`config.mk`:
```
export PLATFORM = sky130hd
export DESIGN_NAME = rxq_top
export DESIGN_NICKNAME = d
export VERILOG_FILES = /design/src/rtl/rxq_pkg.sv /design/src/rtl/rxq_store.sv /design/src/rtl/rxq_ctrl.sv /design/src/rtl/rxq_causes.sv /design/src/rtl/rxq_top.sv
export SDC_FILE = /design/constraint.sdc
export NUM_CORES = 1
export LEC_CHECK = 0
export ABC_AREA = 1
export BUFFER_PORTS_ARGS = -buffer_cell sky130_fd_sc_hd__buf_4
export CAP_MARGIN = 20
export CELL_PAD_IN_SITES_DETAIL_PLACEMENT = 1
export CELL_PAD_IN_SITES_GLOBAL_PLACEMENT = 1
export CORE_MARGIN = 5
export CORE_UTILIZATION = 40
export DETAILED_ROUTE_END_ITERATION = 8
export HOLD_SLACK_MARGIN = 0.06
export MAX_ROUTING_LAYER = met4
export PLACE_DENSITY = 0.75
export SYNTH_ARGS = -nofsm -noshare
export SYNTH_HDL_FRONTEND = slang
export SYNTH_HIERARCHICAL = 1
export SYNTH_SLANG_ARGS = --single-unit
```
`constraint.sdc`:
```
create_clock -name clk -period 5.9 [get_ports clk]
set_clock_uncertainty 0.05 [all_clocks]
set_input_delay 1.77 -clock clk [delete_from_list [all_inputs] [get_ports clk]]
set_output_delay 1.77 -clock clk [all_outputs]
set_load 0.01 [all_outputs]
```
`src/rtl/rxq_pkg.sv`:
```
package rxq_pkg;
  localparam int CAUSE_W  = 8;
  localparam int C_TRIG   = 0;
  localparam int C_NEMPTY = 2;
  localparam int C_FULL   = 3;
  localparam int C_OVF    = 5;
  localparam int C_UDF    = 6;
  localparam int LANES    = 4;

  localparam logic [CAUSE_W-1:0] CAUSE_USED =
    (8'd1 << C_TRIG) | (8'd1 << C_NEMPTY) | (8'd1 << C_FULL) |
    (8'd1 << C_OVF)  | (8'd1 << C_UDF);

  // width select to log2 of base words per entry; 3 behaves as 2
  function automatic logic [1:0] width_shift(input logic [1:0] sel);
    case (sel)
      2'd0:    return 2'd0;
      2'd1:    return 2'd1;
      default: return 2'd2;
    endcase
  endfunction

  function automatic logic [LANES-1:0] lane_mask(input logic [1:0] shift);
    case (shift)
      2'd0:    return 4'b0001;
      2'd1:    return 4'b0011;
      default: return 4'b1111;
    endcase
  endfunction
endpackage

```
`src/rtl/rxq_store.sv`:
```
module rxq_store
  import rxq_pkg::*;
#(
  parameter int DATA_W = 8,
  parameter int DEPTH  = 16,
  parameter int IDX_W  = $clog2(DEPTH)
) (
  input  logic                    clk,
  input  logic                    we,
  input  logic [IDX_W-1:0]        wptr,
  input  logic [IDX_W-1:0]        rptr,
  input  logic [1:0]              shift,
  input  logic [LANES*DATA_W-1:0] wdata,
  output logic [LANES*DATA_W-1:0] rdata
);
  logic [DATA_W-1:0] mem [DEPTH];
  logic [LANES-1:0]  lanes_on;
  logic [IDX_W-1:0]  wbase, rbase;

  assign lanes_on = lane_mask(shift);
  assign wbase    = wptr << shift;
  assign rbase    = rptr << shift;

  for (genvar k = 0; k < LANES; k++) begin : g_lane
    logic [IDX_W-1:0] widx, ridx;
    assign widx = wbase + IDX_W'(k);
    assign ridx = rbase + IDX_W'(k);

    always_ff @(posedge clk) begin
      if (we && lanes_on[k]) mem[widx] <= wdata[k*DATA_W +: DATA_W];
    end

    assign rdata[k*DATA_W +: DATA_W] = lanes_on[k] ? mem[ridx] : '0;
  end
endmodule

```
`src/rtl/rxq_ctrl.sv`:
```
module rxq_ctrl #(
  parameter int DEPTH = 16,
  parameter int IDX_W = $clog2(DEPTH),
  parameter int CNT_W = IDX_W + 1
) (
  input  logic             clk,
  input  logic             rst_n,
  input  logic             enable,
  input  logic [1:0]       shift,
  input  logic             in_valid,
  input  logic             out_ready,
  output logic             push_ok,
  output logic             pop_ok,
  output logic             ovf_evt,
  output logic             udf_evt,
  output logic [IDX_W-1:0] wptr,
  output logic [IDX_W-1:0] rptr,
  output logic [CNT_W-1:0] count,
  output logic [CNT_W-1:0] cap
);
  logic [CNT_W-1:0] cap_m1;
  logic             empty, full, w_last, r_last;

  assign cap    = CNT_W'(DEPTH) >> shift;
  assign cap_m1 = cap - 1'b1;
  assign empty  = (count == '0);
  assign full   = (count == cap);
  assign w_last = (wptr == cap_m1[IDX_W-1:0]);
  assign r_last = (rptr == cap_m1[IDX_W-1:0]);

  assign pop_ok  = enable && out_ready && !empty;
  assign push_ok = enable && in_valid && (!full || pop_ok);
  assign ovf_evt = enable && in_valid && full && !pop_ok;
  assign udf_evt = enable && out_ready && empty;

  always_ff @(posedge clk or negedge rst_n) begin
    if (!rst_n) begin
      wptr  <= '0;
      rptr  <= '0;
      count <= '0;
    end else if (!enable) begin
      wptr  <= '0;
      rptr  <= '0;
      count <= '0;
    end else begin
      if (push_ok) wptr <= w_last ? '0 : wptr + 1'b1;
      if (pop_ok)  rptr <= r_last ? '0 : rptr + 1'b1;
      case ({push_ok, pop_ok})
        2'b10:   count <= count + 1'b1;
        2'b01:   count <= count - 1'b1;
        default: count <= count;
      endcase
    end
  end

  a_r5_drop_keeps_count: assert property (@(posedge clk) disable iff (!rst_n)
    (enable && in_valid && full && !out_ready) |=> (count == $past(count)));
  a_r6_underflow_holds_ptr: assert property (@(posedge clk) disable iff (!rst_n)
    (enable && out_ready && empty) |=> $stable(rptr));
  a_r7_count_in_range: assert property (@(posedge clk) disable iff (!rst_n)
    count <= CNT_W'(DEPTH));
  a_r9_disable_empties: assert property (@(posedge clk) disable iff (!rst_n)
    !enable |=> (count == '0));
endmodule

```
`src/rtl/rxq_causes.sv`:
```
module rxq_causes
  import rxq_pkg::*;
#(
  parameter int CNT_W = 5
) (
  input  logic               clk,
  input  logic               rst_n,
  input  logic               enable,
  input  logic [CNT_W-1:0]   count,
  input  logic [CNT_W-1:0]   cap,
  input  logic [CNT_W-1:0]   trig_level,
  input  logic               ovf_evt,
  input  logic               udf_evt,
  input  logic               clr_wr,
  input  logic [CAUSE_W-1:0] clr_bits,
  output logic [CAUSE_W-1:0] cause
);
  logic [CAUSE_W-1:0] set_vec, clr_vec;

  always_comb begin
    set_vec           = '0;
    set_vec[C_TRIG]   = count > trig_level;
    set_vec[C_NEMPTY] = count != '0;
    set_vec[C_FULL]   = count == cap;
    set_vec[C_OVF]    = ovf_evt;
    set_vec[C_UDF]    = udf_evt;
    clr_vec           = clr_wr ? clr_bits : '0;
  end

  always_ff @(posedge clk or negedge rst_n) begin
    if (!rst_n)       cause <= '0;
    else if (!enable) cause <= '0;
    else              cause <= ((cause & ~clr_vec) | set_vec) & CAUSE_USED;
  end

  a_r1_unused_zero: assert property (@(posedge clk) disable iff (!rst_n)
    (cause & ~CAUSE_USED) == '0);
  a_r2_clear_takes: assert property (@(posedge clk) disable iff (!rst_n)
    (enable && clr_wr) |=> ((cause & $past(clr_bits & ~set_vec)) == '0));
  a_r3_trigger_sets: assert property (@(posedge clk) disable iff (!rst_n)
    (enable && count > trig_level) |=> cause[C_TRIG]);
  a_r9_off_is_zero: assert property (@(posedge clk) disable iff (!rst_n)
    !enable |=> (cause == '0));
  a_r11_set_wins: assert property (@(posedge clk) disable iff (!rst_n)
    (enable && clr_wr && clr_bits[C_OVF] && ovf_evt) |=> cause[C_OVF]);
endmodule

```
`src/rtl/rxq_top.sv`:
```
module rxq_top
  import rxq_pkg::*;
#(
  parameter int DATA_W = 8,
  parameter int DEPTH  = 16,
  parameter int IDX_W  = $clog2(DEPTH),
  parameter int CNT_W  = IDX_W + 1
) (
  input  logic                    clk,
  input  logic                    rst_n,
  input  logic                    enable,
  input  logic [1:0]              width_sel,
  input  logic [CNT_W-1:0]        trig_level,
  input  logic                    in_valid,
  output logic                    in_ready,
  input  logic [LANES*DATA_W-1:0] in_data,
  output logic                    out_valid,
  input  logic                    out_ready,
  output logic [LANES*DATA_W-1:0] out_data,
  input  logic                    cause_wr,
  input  logic [CAUSE_W-1:0]      cause_wdata,
  output logic [CAUSE_W-1:0]      cause_rdata,
  input  logic [CAUSE_W-1:0]      irq_mask,
  output logic                    irq
);
  logic [1:0]       shift;
  logic             push_ok, pop_ok, ovf_evt, udf_evt;
  logic [IDX_W-1:0] wptr, rptr;
  logic [CNT_W-1:0] count, cap;
  logic [CAUSE_W-1:0] cause;

  assign shift = width_shift(width_sel);

  rxq_ctrl #(.DEPTH(DEPTH), .IDX_W(IDX_W), .CNT_W(CNT_W)) u_ctrl (
    .clk(clk), .rst_n(rst_n), .enable(enable), .shift(shift),
    .in_valid(in_valid), .out_ready(out_ready),
    .push_ok(push_ok), .pop_ok(pop_ok), .ovf_evt(ovf_evt), .udf_evt(udf_evt),
    .wptr(wptr), .rptr(rptr), .count(count), .cap(cap)
  );

  rxq_store #(.DATA_W(DATA_W), .DEPTH(DEPTH), .IDX_W(IDX_W)) u_store (
    .clk(clk), .we(push_ok), .wptr(wptr), .rptr(rptr), .shift(shift),
    .wdata(in_data), .rdata(out_data)
  );

  rxq_causes #(.CNT_W(CNT_W)) u_causes (
    .clk(clk), .rst_n(rst_n), .enable(enable), .count(count), .cap(cap),
    .trig_level(trig_level), .ovf_evt(ovf_evt), .udf_evt(udf_evt),
    .clr_wr(cause_wr), .clr_bits(cause_wdata), .cause(cause)
  );

  assign cause_rdata = cause;
  assign irq         = |(cause & irq_mask);
  assign out_valid   = enable && (count != '0);
  assign in_ready    = enable && (count != cap);

  a_r7_not_empty_tracks: assert property (@(posedge clk) disable iff (!rst_n)
    (enable && $past(enable) && out_valid && $past(out_valid)) |-> cause[C_NEMPTY]);
  a_r9_no_output_off: assert property (@(posedge clk) disable iff (!rst_n)
    !enable |-> !out_valid);
endmodule

```
==> impl_metrics.xml, run 1 <==
<?xml version="1.0" encoding="UTF-8"?>
<metrics>
  <group name="global_routing">
    <metric name="grt_pass1_wl" unit="mm">80.6</metric>
    <metric name="antenna_found_initial" unit="">0</metric>
    <metric name="globalRouteTotalUtil" unit="%">29.9</metric>
    <metric name="pin_count_of_the_biggest_net_entering_global_routing" unit="">89</metric>
    <metric name="first_global_vias" unit="">13900</metric>
    <metric name="grt_remaining_overflow" unit="">0</metric>
  </group>
  <group name="floorplanning">
    <metric name="design.die.area" unit="sq um">35400</metric>
    <metric name="die_height" unit="um">188</metric>
    <metric name="core_region_area" unit="sq um">31400</metric>
    <metric name="start_util" unit="%">40.4</metric>
    <metric name="chipWidth" unit="um">188</metric>
    <metric name="ios" unit="">104</metric>
    <metric name="rows" unit="">65</metric>
  </group>
  <group name="setup_path">
    <metric name="critical_path_arrival" unit="ns">3.98</metric>
    <metric name="timing.critical_path.fanout_max" unit="">35</metric>
    <metric name="worst_setup_path_start_kind" unit="">primary input</metric>
    <metric name="worst-endpoint-required" unit="ns">4.08</metric>
    <metric name="setup.worst_path.class" unit="">primary input to output pin</metric>
    <metric name="timing.critical_path.to_type" unit="">output pin</metric>
  </group>
  <group name="finish">
    <metric name="post_route_cells_drive_above_1_share" unit="%">14.2</metric>
    <metric name="syn_to_final_growth" unit="%">14.7</metric>
    <metric name="highest_count_cells_in_the_layout_ignoring_fill_and_taps" unit="">sky130_fd_sc_hd__nand2_1 (726), sky130_fd_sc_hd__nand3_1 (402), sky130_fd_sc_hd__buf_4 (152)</metric>
    <metric name="finalCoreUtilization" unit="%">46.4</metric>
    <metric name="net_count_reported_at_finish" unit="">2056</metric>
    <metric name="mostFrequentLayoutCell" unit="">sky130_fd_sc_hd__nand2_1</metric>
    <metric name="diodes" unit="">0</metric>
  </group>
  <group name="clock_network">
    <metric name="clock_path_buffers" unit="">2</metric>
    <metric name="numClockSinks" unit="">146</metric>
    <metric name="cts-htree-levels" unit="">4</metric>
    <metric name="cts_root_buf" unit="">sky130_fd_sc_hd__clkbuf_16</metric>
    <metric name="postCtsHoldBufs" unit="">0</metric>
    <metric name="cts-buffers-inserted" unit="">17</metric>
    <metric name="worst_skew_pair.late_latency" unit="ns">0.43</metric>
    <metric name="worst_setup_hold_path_clk_slew" unit="ns">0.06</metric>
    <metric name="cts_tree" unit="">yes</metric>
  </group>
  <group name="sta">
    <metric name="unrepaired_setup_endpoints_after_global_routing" unit="">false</metric>
    <metric name="hold_viol_final" unit="">0</metric>
    <metric name="finalSetupTns" unit="ns">0</metric>
    <metric name="worstMarginPinSlew" unit="ns">1.03</metric>
    <metric name="min_period_over_period" unit="%">98.4</metric>
    <metric name="slew-limit-headroom" unit="%">31.2</metric>
    <metric name="maxClockFrequency" unit="MHz">172</metric>
    <metric name="report.final.slew_viol_count" unit="">0</metric>
    <metric name="finalSetupViolCount" unit="">0</metric>
    <metric name="minimum_clock_period_after_layout" unit="ns">5.80</metric>
  </group>
  <group name="synth">
    <metric name="synth_warnings" unit="">6</metric>
    <metric name="synthDominantCellAreaShare" unit="%">30.3</metric>
    <metric name="synth-edff-count" unit="">128</metric>
    <metric name="yosysTopAreaCell" unit="">sky130_fd_sc_hd__edfxtp_1</metric>
    <metric name="synth_area_leaders" unit="">sky130_fd_sc_hd__edfxtp_1 (30%), sky130_fd_sc_hd__nand2_1 (21%), sky130_fd_sc_hd__nand3_1 (16%)</metric>
    <metric name="yosys.cell_types.count" unit="">47</metric>
    <metric name="synthesis.area" unit="sq um">12700</metric>
    <metric name="seq_area_frac_synth" unit="%">33.9</metric>
    <metric name="post_synth.cell_area_avg" unit="sq um">6.54</metric>
    <metric name="yosys_register_bits" unit="">146</metric>
    <metric name="synthesis.instances" unit="">1939</metric>
    <metric name="share_of_synthesized_registers_carrying_an_async_set_or_reset" unit="%">12.3</metric>
    <metric name="synth_flop_cell" unit="">sky130_fd_sc_hd__edfxtp_1</metric>
  </group>
  <group name="power_and_ir_drop">
    <metric name="combinational_power_share" unit="%">51.5</metric>
    <metric name="p_int" unit="mW">2.66</metric>
    <metric name="power.net_switching" unit="mW">2.19</metric>
    <metric name="cellPowerDensity" unit="nW/um^2">333</metric>
    <metric name="swShare" unit="%">45.2</metric>
    <metric name="lkg_pwr" unit="nW">7.12</metric>
    <metric name="max-vdd-ir-drop" unit="uV">258</metric>
    <metric name="pwr-share-seq" unit="%">26.6</metric>
    <metric name="p_clk_share" unit="%">21.9</metric>
  </group>
  <group name="outcome">
    <metric name="run_status" unit="">finished, final reports clean</metric>
  </group>
  <group name="placement">
    <metric name="io_buffers" unit="">97</metric>
    <metric name="routabilityCongestion" unit="">0.917</metric>
    <metric name="detailed_place_hpwl" unit="mm">39.0</metric>
  </group>
  <group name="route">
    <metric name="routedWlPerCell" unit="um">21.8</metric>
    <metric name="drt_iter0_markers" unit="">1363</metric>
    <metric name="number_of_detailed_routing_iterations_run_before_antenna_repair" unit="">5</metric>
    <metric name="route.final.wire_length" unit="mm">52.0</metric>
    <metric name="route.antenna.remaining_nets" unit="">0</metric>
    <metric name="vias" unit="">13900</metric>
    <metric name="route.detailed.vias_per_inst" unit="">5.79</metric>
    <metric name="drc_errors" unit="">0</metric>
  </group>
  <group name="worst_hold_path">
    <metric name="worst_hold_class" unit="">register to register</metric>
  </group>
  <group name="run">
    <metric name="max_cap_viol_count" unit="">0</metric>
  </group>
</metrics>
worst max-delay path, cell delays in order:
cell and delay [ns]:
sky130_fd_sc_hd__buf_4 0.12, sky130_fd_sc_hd__buf_16 0.23, sky130_fd_sc_hd__inv_4 0.11, sky130_fd_sc_hd__nand3_1 0.14, sky130_fd_sc_hd__nand3_2 0.18, sky130_fd_sc_hd__buf_4 0.19, sky130_fd_sc_hd__ha_1 0.19, sky130_fd_sc_hd__nand2_1 0.07
sky130_fd_sc_hd__nand2_2 0.06, sky130_fd_sc_hd__xor2_2 0.20, sky130_fd_sc_hd__buf_12 0.19, sky130_fd_sc_hd__nand2_1 0.07, sky130_fd_sc_hd__nand2_1 0.09, sky130_fd_sc_hd__nor2_1 0.06, sky130_fd_sc_hd__buf_4 0.15, sky130_fd_sc_hd__buf_4 0.14
metrics by stage:
step           instance area, sq um  hold WS [ns]  std cells  setup slack (ns)  power [mW]
2_1_floorplan                 12700         0.463       1941           0.00324        2.83
3_3_place_gp                  13900         0.501       2359            0.0567        3.65
3_5_place_dp                  13900         0.499       2359           0.00809        3.72
4_1_cts                       14500         0.510       2392           0.00134        4.82
5_1_grt                       14600         0.564       2393            0.0129        5.15
6_report                      14600         0.510       2393            0.0952        4.85
registers in the layout (all words and copies together) (netlist names):
| name | cells |
|---|---|
| u_store/mem | 128 |
| u_causes/cause | 5 |
| u_ctrl/count | 5 |
| u_ctrl/rptr | 4 |
| u_ctrl/wptr | 4 |
what timing repair did:
| item | in CTS | in global routing |
|---|---|---|
| pin swaps | 0 | 2 |
| gates cloned | 1 | 0 |
| resized for setup | 0 | 8 |
| setup endpoints to repair | 1 | 17 |
| buffers inserted | 0 | 1 |
power groups by stage:
stage          clock network (mW)  logic, mW  registers (mW)
3_3_place_gp                    0       2.34            1.31
2_1_floorplan                   0       1.56            1.27
4_1_cts                      1.07       2.46            1.29
5_1_grt                      1.12       2.73            1.30
6_report                     1.06       2.50            1.29
3_5_place_dp                    0       2.41            1.31
final timing paths:
kind,startpoint,to,slack (ns),cells after the start
worst max-delay path,width_sel[1],out_data[26],0.1,16
worst min-delay path,u_causes/cause[3],u_causes/cause[3],0.51,2
worst max register to register,u_ctrl/count[0],u_store/mem[7][2],2.53,10
worst min register to register,u_causes/cause[3],u_causes/cause[3],0.51,2
max in group asynchronous,rst_n,u_ctrl/rptr[0],4.39,1
min in group asynchronous,rst_n,u_ctrl/count[3],1.16,1
Yosys cell counts, types with 3 or more instances:
cell type,n
sky130_fd_sc_hd__a21oi_1,27
sky130_fd_sc_hd__and2_1,5
sky130_fd_sc_hd__buf_1,8
sky130_fd_sc_hd__buf_2,39
sky130_fd_sc_hd__buf_4,13
sky130_fd_sc_hd__buf_6,9
sky130_fd_sc_hd__clkbuf_1,79
sky130_fd_sc_hd__dfrtp_1,18
sky130_fd_sc_hd__edfxtp_1,128
sky130_fd_sc_hd__ha_1,16
sky130_fd_sc_hd__inv_1,130
sky130_fd_sc_hd__inv_2,11
sky130_fd_sc_hd__nand2_1,726
sky130_fd_sc_hd__nand2_2,14
sky130_fd_sc_hd__nand2_4,8
sky130_fd_sc_hd__nand3_1,403
sky130_fd_sc_hd__nand3_2,10
sky130_fd_sc_hd__nand3b_1,9
sky130_fd_sc_hd__nand4_1,31
sky130_fd_sc_hd__nand4_2,4
sky130_fd_sc_hd__nor2_1,83
sky130_fd_sc_hd__nor2_2,7
sky130_fd_sc_hd__nor2_4,5
sky130_fd_sc_hd__o211ai_1,5
sky130_fd_sc_hd__o21ai_0,72
sky130_fd_sc_hd__o21ai_1,45
sky130_fd_sc_hd__xor2_1,5
sky130_fd_sc_hd__xor2_4,3
area by class of cell:
type	count	area, sq um
clock buffers	17	425
clock inverters	15	149
fillers	4137	16800
inverters	145	551
multi-input cells	1501	7170
flip-flops and latches	146	4300
well taps	402	503
repair buffers	167	1460
layer usage:
layer  track usage, %  share of wire, %  vias to the layer above
met3             5.44               9.0                       84
met1             40.9                44                     6702
met5                -                 0                        -
met2             45.6                45                      630
li1                 -                 -                     6447
met4             8.64               2.3                        0
cell families after synthesis:
group,count (synthesis),share of synthesized area [%]
compound gates,155,6.43
xor+xnor,11,1.26
fa+ha+maj,17,1.74
buf+inv,294,10.1
flops,146,33.9
other cells,2,0.0592
simple gates,1314,46.6
Note: power is estimated with default switching activity, not from simulation.
==> run 2, diff against run 1 <==
- RECOVER_POWER: unset -> 25
==> run 2 against run 1 <==
- final cell count is the same
- largest cell class unchanged
- register-to-register slack lost 0.42 ns
- largest power group unchanged
- routed wire length is essentially flat
- count of clock-buffer cells in the layout is the same
- critical path type unchanged
- worst hold slack lost 0.0011 ns
- design area shrank 0.80%
==> impl_metrics.xml, run 2 (synthesis gave the netlist of run 1 again) <==
<?xml version="1.0" encoding="UTF-8"?>
<metrics>
  <group name="power_and_ir_drop">
    <metric name="lkg_pwr" unit="nW">7.04</metric>
    <metric name="max-vdd-ir-drop" unit="uV">258</metric>
    <metric name="cellPowerDensity" unit="nW/um^2">334</metric>
    <metric name="total_power_draw" unit="mW">4.82</metric>
  </group>
  <group name="route">
    <metric name="route.final.wire_length" unit="mm">52.1</metric>
    <metric name="routedWlPerCell" unit="um">21.8</metric>
    <metric name="vias" unit="">13900</metric>
    <metric name="route.detailed.vias_per_inst" unit="">5.81</metric>
    <metric name="drt_iter0_markers" unit="">1408</metric>
    <metric name="route.antenna.remaining_nets" unit="">0</metric>
    <metric name="drc_errors" unit="">0</metric>
    <metric name="number_of_detailed_routing_iterations_run_before_antenna_repair" unit="">5</metric>
  </group>
  <group name="worst_hold_path">
    <metric name="min-delay-start" unit="">u_causes/cause[3]</metric>
    <metric name="worst_hold_class" unit="">register to register</metric>
    <metric name="min_delay_path_depth" unit="">2</metric>
    <metric name="end_of_the_worst_hold_path" unit="">u_causes/cause[3]</metric>
  </group>
  <group name="global_routing">
    <metric name="first_global_vias" unit="">13900</metric>
    <metric name="grt_remaining_overflow" unit="">0</metric>
    <metric name="pin_count_of_the_biggest_net_entering_global_routing" unit="">89</metric>
    <metric name="antenna_found_initial" unit="">0</metric>
    <metric name="globalRouteTotalUtil" unit="%">29.9</metric>
    <metric name="grt_pass1_wl" unit="mm">80.6</metric>
  </group>
  <group name="finish">
    <metric name="largest-register" unit="">u_store/mem</metric>
    <metric name="net_count_reported_at_finish" unit="">2056</metric>
    <metric name="diodes" unit="">0</metric>
    <metric name="flip_flop_count_of_the_largest_register_all_copies_and_words_added" unit="">128</metric>
    <metric name="number_of_fill_cells_in_the_layout" unit="">4147</metric>
    <metric name="syn_to_final_growth" unit="%">13.8</metric>
    <metric name="mostFrequentLayoutCell" unit="">sky130_fd_sc_hd__nand2_1</metric>
    <metric name="largest_registers" unit="">u_store/mem: 128 flops, u_causes/cause: 5 flops, u_ctrl/count: 5 flops</metric>
    <metric name="post_route_cells_drive_above_1_share" unit="%">12.8</metric>
    <metric name="final_cell_area_excluding_filler_cells" unit="sq um">14400</metric>
    <metric name="highest_count_cells_in_the_layout_ignoring_fill_and_taps" unit="">sky130_fd_sc_hd__nand2_1 (729), sky130_fd_sc_hd__nand3_1 (402), sky130_fd_sc_hd__buf_4 (134)</metric>
  </group>
  <group name="clock_network">
    <metric name="postCtsHoldBufs" unit="">0</metric>
    <metric name="cts-buffers-inserted" unit="">17</metric>
    <metric name="worst_setup_hold_path_clk_slew" unit="ns">0.07</metric>
    <metric name="cts_tree" unit="">yes</metric>
    <metric name="cts-htree-levels" unit="">4</metric>
    <metric name="cts_root_buf" unit="">sky130_fd_sc_hd__clkbuf_16</metric>
    <metric name="worst_skew_pair.late_latency" unit="ns">0.43</metric>
    <metric name="numClockSinks" unit="">146</metric>
    <metric name="clock_path_buffers" unit="">2</metric>
  </group>
  <group name="setup_path">
    <metric name="worst-endpoint-required" unit="ns">4.08</metric>
    <metric name="critical_path_buf_inv_count" unit="">7</metric>
    <metric name="timing.critical_path.fanout_max" unit="">35</metric>
    <metric name="crit_path_frequent_cell" unit="">sky130_fd_sc_hd__buf_4</metric>
    <metric name="rr_worst_depth" unit="">10</metric>
    <metric name="critical_path_arrival" unit="ns">3.99</metric>
    <metric name="crit_path_top_delay_cell" unit="">sky130_fd_sc_hd__buf_16</metric>
    <metric name="setup.worst_path.class" unit="">primary input to output pin</metric>
    <metric name="critical_path.top_delay_family" unit="">buffers and inverters</metric>
    <metric name="timing.critical_path.cells" unit="">buf_4 -&gt; buf_16 -&gt; inv_4 -&gt; nand3_1 -&gt; nand3_2 -&gt; buf_4 -&gt; ha_1 -&gt; nand2_1 -&gt; nand2_2 -&gt; xor2_2 -&gt; buf_12 -&gt; nand2_1 -&gt; nand2_1 -&gt; nor2_1 -&gt; buf_4 -&gt; buf_4</metric>
    <metric name="worst-r2r-setup-slack" unit="ns">2.11</metric>
    <metric name="r2r-end" unit="">u_store/mem[7][2]</metric>
    <metric name="critical_register_to_register_path_startpoint" unit="">u_ctrl/count[0]</metric>
    <metric name="timing.critical_path.to_type" unit="">output pin</metric>
    <metric name="critical-path-max-stage-delay" unit="ns">0.22</metric>
    <metric name="worst_setup_path_start_kind" unit="">primary input</metric>
  </group>
  <group name="placement">
    <metric name="io_buffers" unit="">97</metric>
    <metric name="detailed_place_hpwl" unit="mm">39.0</metric>
    <metric name="dpl-instance-area" unit="sq um">13900</metric>
    <metric name="routabilityCongestion" unit="">0.917</metric>
  </group>
  <group name="sta">
    <metric name="hold_viol_final" unit="">0</metric>
    <metric name="minimum_clock_period_after_layout" unit="ns">5.81</metric>
    <metric name="unrepaired_setup_endpoints_after_global_routing" unit="">false</metric>
    <metric name="slew-limit-headroom" unit="%">22.5</metric>
    <metric name="maxClockFrequency" unit="MHz">172</metric>
    <metric name="worstMarginPinSlew" unit="ns">1.16</metric>
    <metric name="finalSetupViolCount" unit="">0</metric>
    <metric name="finalSetupTns" unit="ns">0</metric>
    <metric name="report.final.slew_viol_count" unit="">0</metric>
    <metric name="min_period_over_period" unit="%">98.5</metric>
  </group>
  <group name="run">
    <metric name="max_cap_viol_count" unit="">0</metric>
  </group>
  <group name="floorplanning">
    <metric name="start_util" unit="%">40.4</metric>
    <metric name="rows" unit="">65</metric>
    <metric name="chipWidth" unit="um">188</metric>
    <metric name="core_region_area" unit="sq um">31400</metric>
    <metric name="design.die.area" unit="sq um">35400</metric>
    <metric name="ios" unit="">104</metric>
    <metric name="die_height" unit="um">188</metric>
  </group>
  <group name="outcome">
    <metric name="run_status" unit="">finished, final reports clean</metric>
  </group>
</metrics>
==> run 2: changes by cell type in the layout (fill, tap and decap cells not counted) <==
cell	delta
sky130_fd_sc_hd__a21oi_1	+1
sky130_fd_sc_hd__a21oi_2	-1
sky130_fd_sc_hd__buf_4	-18
sky130_fd_sc_hd__clkbuf_1	+18
sky130_fd_sc_hd__clkinv_1	+1
sky130_fd_sc_hd__inv_1	+2
sky130_fd_sc_hd__inv_2	-3
sky130_fd_sc_hd__nand2_1	+3
sky130_fd_sc_hd__nand2_4	-3
sky130_fd_sc_hd__nand4_1	+1
sky130_fd_sc_hd__nand4_4	-1
sky130_fd_sc_hd__nor2_1	+1
sky130_fd_sc_hd__nor2_4	-1
==> run 2: where the power goes <==
part / switching, mW / internal (mW) / total (mW)
registers: 0.0994 / 1.19 / 1.29
logic: 1.61 / 0.860 / 2.47
clock network: 0.473 / 0.591 / 1.06
total: 2.18 / 2.64 / 4.82
==> run 2: how the worst max path moves through the flow <==
stage / startpoint / slack (ns) / to / cells after the start
global route: width_sel[1] / 0.01 / out_data[26] / 16
global placement: width_sel[1] / 0.06 / out_data[26] / 16
CTS: width_sel[1] / 0.001 / out_data[26] / 16
floorplan: width_sel[0] / 0.003 / out_data[15] / 16
detailed placement: width_sel[1] / 0.008 / out_data[26] / 16
finish: width_sel[1] / 0.09 / out_data[26] / 16
==> run 2: through the flow <==
stage / hold slack [ns] / util [%] / instances / worst slack [ns]
finish: 0.509 / 46.0 / 2393 / 0.0890
global route: 0.566 / 46.0 / 2393 / 0.0129
floorplan: 0.463 / - / 1941 / 0.00324
CTS: 0.510 / 46.2 / 2392 / 0.00134
detailed placement: 0.499 / 44.3 / 2359 / 0.00809
global placement: 0.501 / 44.3 / 2359 / 0.0567
==> run 2: final cells by class <==
class	instances	area, sq um	area share [%]
clock inverter	15	149	1.03
tap	402	503	3.48
sequential	146	4300	29.8
inverter	145	551	3.81
clock buffer	17	425	2.95
multi-input combinational	1501	7120	49.3
timing repair buffer	167	1390	9.66
==> run 2: repair_timing <==
item	4_1_cts	5_1_grt
pin swaps	0	2
gates resized for setup	0	8
buffers inserted	0	1
endpoints found under the setup margin	1	17
gates cloned	1	0
==> run 2: worst register-to-register path: cells and delay by family (launching register included) <==
family	cells	cell delay, ns
AO/OA/AOI/OAI	1	0.52
AND/OR/NAND/NOR	7	1.45
flip-flops	1	0.71
buffers and inverters	2	0.67
==> run 2: metal layers <==
layer	share of wire [%]	GRT usage (%)	vias up
met5	0	-	-
met4	2.3	8.64	0
met3	8.9	5.44	71
met2	45	45.6	637
met1	44	40.9	6752
li1	-	-	6450
